==> src/rtl/pcie_app_rst_seq.sv <==
`timescale 1ns/1ps
module pcie_app_rst_seq #(
  parameter int HOLD_CYCLES = 16
) (
  input  logic       clk,
  input  logic       fund_rst_n,
  input  logic       fixclk_lock,
  input  logic       usrclk_lock,
  input  logic       clk_inuse,
  input  logic       dlx_n,
  input  logic       hrx_n,
  input  logic       l2x_n,
  output logic       core_ready,
  output logic       app_rst_n,
  output logic [2:0] rst_cause
);
  localparam int CW = $clog2(HOLD_CYCLES + 1);

  logic          ok, ev, trig;
  logic [CW-1:0] cnt;
  logic          s1, s2;
  logic [2:0]    cause_q, cause_n;

  assign ok   = fixclk_lock & usrclk_lock & clk_inuse;
  assign ev   = ~(dlx_n & hrx_n & l2x_n);
  assign trig = ~ok | ev;

  always_comb begin
    if (!ok)          cause_n = 3'd1;
    else if (!dlx_n)  cause_n = 3'd2;
    else if (!hrx_n)  cause_n = 3'd3;
    else              cause_n = 3'd4;
  end

  always_ff @(posedge clk or negedge fund_rst_n) begin
    if (!fund_rst_n) begin
      cnt     <= CW'(HOLD_CYCLES);
      s1      <= 1'b0;
      s2      <= 1'b0;
      cause_q <= 3'd0;
    end else begin
      if (trig)          cnt <= CW'(HOLD_CYCLES);
      else if (cnt != 0) cnt <= cnt - CW'(1);
      s1 <= !trig && (cnt == 0);
      s2 <= !trig && s1;
      if (trig && s2) cause_q <= cause_n;
    end
  end

  assign app_rst_n  = s2;
  assign rst_cause  = cause_q;
  assign core_ready = usrclk_lock & fund_rst_n;

  p_rel_needs_lock_r2: assert property (@(posedge clk) disable iff (!fund_rst_n)
    app_rst_n |-> $past(fixclk_lock) && $past(clk_inuse));

  p_event_resets_r5: assert property (@(posedge clk) disable iff (!fund_rst_n)
    (!dlx_n || !hrx_n || !l2x_n) |=> !app_rst_n);

  p_drop_resets_r6: assert property (@(posedge clk) disable iff (!fund_rst_n)
    (app_rst_n && !ok) |=> !app_rst_n);

  p_min_hold_r7: assert property (@(posedge clk) disable iff (!fund_rst_n)
    $rose(app_rst_n) |-> $past(!trig) && $past(!trig, 2));

  p_cause_range_r8: assert property (@(posedge clk) disable iff (!fund_rst_n)
    rst_cause <= 3'd4);

  p_cause_held_r8: assert property (@(posedge clk) disable iff (!fund_rst_n)
    !$past(app_rst_n) |-> $stable(rst_cause));
endmodule

==> config.mk <==
export PLATFORM = sky130hd
export DESIGN_NAME = pcie_app_rst_seq
export DESIGN_NICKNAME = d
export VERILOG_FILES = /design/src/rtl/pcie_app_rst_seq.sv
export SDC_FILE = /design/constraint.sdc
export NUM_CORES = 1
export LEC_CHECK = 0
export BUFFER_PORTS_ARGS = -buffer_cell sky130_fd_sc_hd__buf_2
export CORE_MARGIN = 2
export CORE_UTILIZATION = 34
export CTS_BUF_LIST = sky130_fd_sc_hd__clkbuf_4 sky130_fd_sc_hd__clkbuf_8
export DETAILED_ROUTE_END_ITERATION = 12
export GPL_TIMING_DRIVEN = 0
export HOLD_SLACK_MARGIN = 0.08
export RECOVER_POWER = 25
export SLEW_MARGIN = 20
export SYNTH_ARGS = -nofsm -noshare
export SYNTH_HDL_FRONTEND = slang
export SYNTH_SLANG_ARGS = --single-unit
==> constraint.sdc <==
create_clock -name clk -period 2.3 [get_ports clk]
set_clock_uncertainty 0.2 [all_clocks]
set_input_delay 0.345 -clock clk [delete_from_list [all_inputs] [get_ports clk]]
set_output_delay 0.345 -clock clk [all_outputs]
set_load 0.02 [all_outputs]
* After elaboration in Yosys (flattened, before gate mapping)
Index checks and enable logic that the tools add are counted.
** Cells by class
- Add/sub/neg operators :: 1
- Mux-type cells :: 5
- Bitwise logic cells :: 8
- Reductions and logical operators :: 7
** Operator list (number)
- two-way mux 5 bit :: 2
- two-way mux 3 bit :: 3
- bitwise AND 1 bit :: 5
- logical NOT 5 bit :: 1
- nonzero test 5 bit :: 1
- subtractor 5 x 1 -> 5 bit, second input constant :: 1
- logical AND 1 bit :: 3
- inverter 1 bit :: 2
- nonzero test 2 bit :: 1
- logical NOT 1 bit :: 1
- bitwise OR 1 bit :: 1
** Word-level totals
- Register bits after elaboration :: 10
- Input bits :: 8
- Output and inout bits :: 5

* Depth between registers and ports, before layout
- Word-level depth :: 6
- Depth in mapped cells :: 6
- Mapped depth without buffers :: 5

* Worst setup path after synthesis
No wires, ideal clock.
- Path kind :: register to register
- Start point :: register cnt[0]
- End point :: register cnt[0]
- Data arrival time :: 1.371 ns
- Setup slack :: 0.601 ns
- Cell stages (with the launch flop) :: 7
- Path buffers :: 1
- Path through :: dfrtp_1 -> inv_1 -> ha_1 -> or4b_1 -> buf_2 -> xnor2_1 -> nor2_1
** Between the ends
- Word-level cells in the longest chain between the ends :: 3
- Elaborated cells between the ends (all ways) :: 5
- Classes of those cells :: add/sub: 1; mux: 2; reduce/logical: 2
** RTL lines
- from (decl) :: RTL line 20 : logic [CW-1:0] cnt;
- from (signal assigned) :: RTL line 37 : cnt <= CW'(HOLD_CYCLES);
- from (signal assigned) :: RTL line 42 : if (trig) cnt <= CW'(HOLD_CYCLES);
- from (signal assigned) :: RTL line 43 : else if (cnt != 0) cnt <= cnt - CW'(1);
- subtractor 5 x 1 -> 5 bit :: RTL line 43
- two-way mux 5 bit :: RTL line 43
- two-way mux 5 bit :: RTL line 42
Parallel ways exist; a longest one is shown, timed or not. The select of a mux whose other input is x is not followed.
A chain may end at the register's enable or synchronous reset.

* Worst setup path after layout
- Start point :: input fund_rst_n
- End point :: output core_ready
** Between the ends
- Word-level cells in the longest chain between the ends :: 1
** RTL lines
- from (decl) :: RTL line 6 : input logic fund_rst_n,
- bitwise AND 1 bit :: RTL line 52 : assign core_ready = usrclk_lock & fund_rst_n;
- to (decl) :: RTL line 13 : output logic core_ready,
Every way passes these cells.

==> flow_summary.ini <==
[status]
outcome = completed

[global_route]
grt_max_degree = 12
grt_pass1_wl_um = 1610
grt_overflow_total = 0
antenna_found_initial = 0
track_usage = 0.126
grt_pass1_vias = 394

[power_and_ir_drop]
swShare = 0.213
powerDensity_nw_per_um2 = 596
finalPower_w = 0.000363
p_switching_w = 0.0000773
p_comb_frac = 0.074
p_int_w = 0.000286
p_leak_nw = 0.298
seqPwrFrac = 0.494
pwr-share-clk = 0.432
ir_worst_vdd_v = 0.000301

[drt]
viasPerCell = 4.89
drt_iter0_drc = 4
wl_per_cell_um = 10.7
final_antenna_net_count = 0
drtPass1Iterations = 4
vias = 401
drc = 0
routed_wl_um = 877

[layout]
diodes = 0
nNetsFinal = 77
nFillCells = 139
drive_gt1_frac = 0.284
finalNonFillerCells = 82
area_delta_synth_final_pct = 25.8

[min_path]
hold_depth = 2
hold_start = dlx_n
hold_class = primary input to register

[sta]
worst_pin_slew_ns = 0.336
finalCriticalPeriod_ns = 1.96
hold_viol = 0
finalSetupViolCount = 0
fmax_mhz = 510
slew_headroom = 0.776
finalCritPeriodShare = 0.853
tns_ns = 0
rsz0062_at_grt = no
maxSlewViolCount = 0

[logic_synthesis]
yosysMostFrequentCell = dfrtp_1
seq_area_frac_synth = 0.519
synth.area.top_cells = dfrtp_1, dfstp_2, nor2_1, a21oi_1, inv_1
ys.warnings.count = 0
synth_cell_types = 25
synth_flop_cell = dfrtp_1
synth-edff-count = 0
avgSynthCellArea_um2 = 9.68
synth_nets = 59
syn_area_um2 = 484
yosys.area.top_type = dfrtp_1
synthCells = 50
synthTopCellsByCount = dfrtp_1, nor2_1, inv_1
postSynth.asyncResetShare = 1.00
synth_top_area_share = 0.465
synth.ff_latch_count = 10

[clock_tree]
clk_pin_slew_ns = 0.07
numClockSinks = 10
cts_resized = 0
htree_num_levels = 1
clock_path_buffers = 2
cts_made_buffers = 3
insertion_delay_ns = 0.26
cts_tree = done
cts_root_buf = clkbuf_4

[floorplanning]
die_y_um = 41.7
fp.coreArea_um2 = 1320
dieArea_um2 = 1740
start_util = 0.368
die_w_um = 41.7
ioPinCount = 13
rows = 13

[critical_path]
cp.arrival_ns = 1.42
critPathLaunch = fund_rst_n
cp-end-kind = primary output
cp_max_fo = 11
r2r_cells = 6
startpoint_type = primary input
rr_startpoint = cnt[0]
required_ns = 1.75
critPathKind = primary input to primary output

[placed_design]
dp.cells = 77
place.gp.congestion = 0.753
dpl.hpwl_um = 658
port_buffers = 12

[run]
maxCapViolations = 0
[power groups by stage]
stage          clock network, W  logic [W]  registers [W]
2_1_floorplan                 0  0.0000104       0.000184
3_3_place_gp                  0  0.0000259       0.000183
3_5_place_dp                  0  0.0000262       0.000183
4_1_cts                0.000162  0.0000276       0.000179
5_1_grt                0.000172  0.0000311       0.000180
6_report               0.000157  0.0000270       0.000179
[cell type report]
cell class,count,area [µm²],area share
buffer,2,8.76,0.0144
multi-input combinational,33,205,0.337
inverter,5,18.8,0.0308
timing repair buffer,13,70.1,0.115
clock buffer,4,36.3,0.0595
sequential,10,251,0.413
tap,15,18.8,0.0308
[placed cells by master, fill, tap and decap left out, types with 2 or more instances in the layout]
cell type / instances
a21oi_1: 4
buf_2: 13
clkbuf_4: 3
dfrtp_1: 9
inv_1: 5
nand2_1: 3
nand2b_1: 2
nand3_1: 2
nand3b_1: 2
nor2_1: 6
[cell families (layout without fill, tap and decap cells)]
family                     after synthesis  in the layout  share of synthesized area
DFF                                     10             10                      0.519
and+or+nand+nor                         21             21                      0.233
adders and majority gates                1              1                     0.0258
xor gates and xnor gates                 1              1                     0.0181
buffers and inverters                    7             24                     0.0568
AOI/OAI and AO/OA                       10             10                      0.147
[worst max-delay path, cell delays in order]
cell and delay [ns]:
dlygate4sd3_1 0.52, buf_2 0.25, and2_1 0.16, buf_2 0.15
[sequential cells by signal, indices dropped and copies added, names as in the netlist]
signal     count
rst_cause      3
cnt            5
app_rst_n      1
s1             1
[final timing paths]
path	slack, ns	end
worst max-delay path	0.34	core_ready
worst min-delay path	0.15	rst_cause[0]
worst max register to register	0.48	cnt[0]
worst min register to register	0.27	app_rst_n
max in group asynchronous	1.37	cnt[4]
min in group asynchronous	0.27	rst_cause[1]
[layer usage]
metal,track usage,part of all wire
met2,0.178,0.45
met4,0.0581,0.017
met3,0.0696,0.058
met5,0,0
met1,0.156,0.48
[through the flow]
step / hold slack [ns] / worst slack, ns / utilization / cell area (µm²)
after floorplan: -0.151 / 0.601 / - / 484
after global placement: 0.0223 / 0.511 / 0.427 / 563
after detailed placement: 0.0220 / 0.520 / 0.427 / 563
after CTS: 0.149 / 0.311 / 0.462 / 609
after global routing: 0.141 / 0.243 / 0.462 / 609
final: 0.150 / 0.339 / 0.462 / 609
[repair_timing]
item / in CTS / in global routing
buffers inserted: 0 / 0
endpoints found under the hold margin: 10 / 0
hold buffers: 1 / 0
Power figures use the tool's default switching activity.
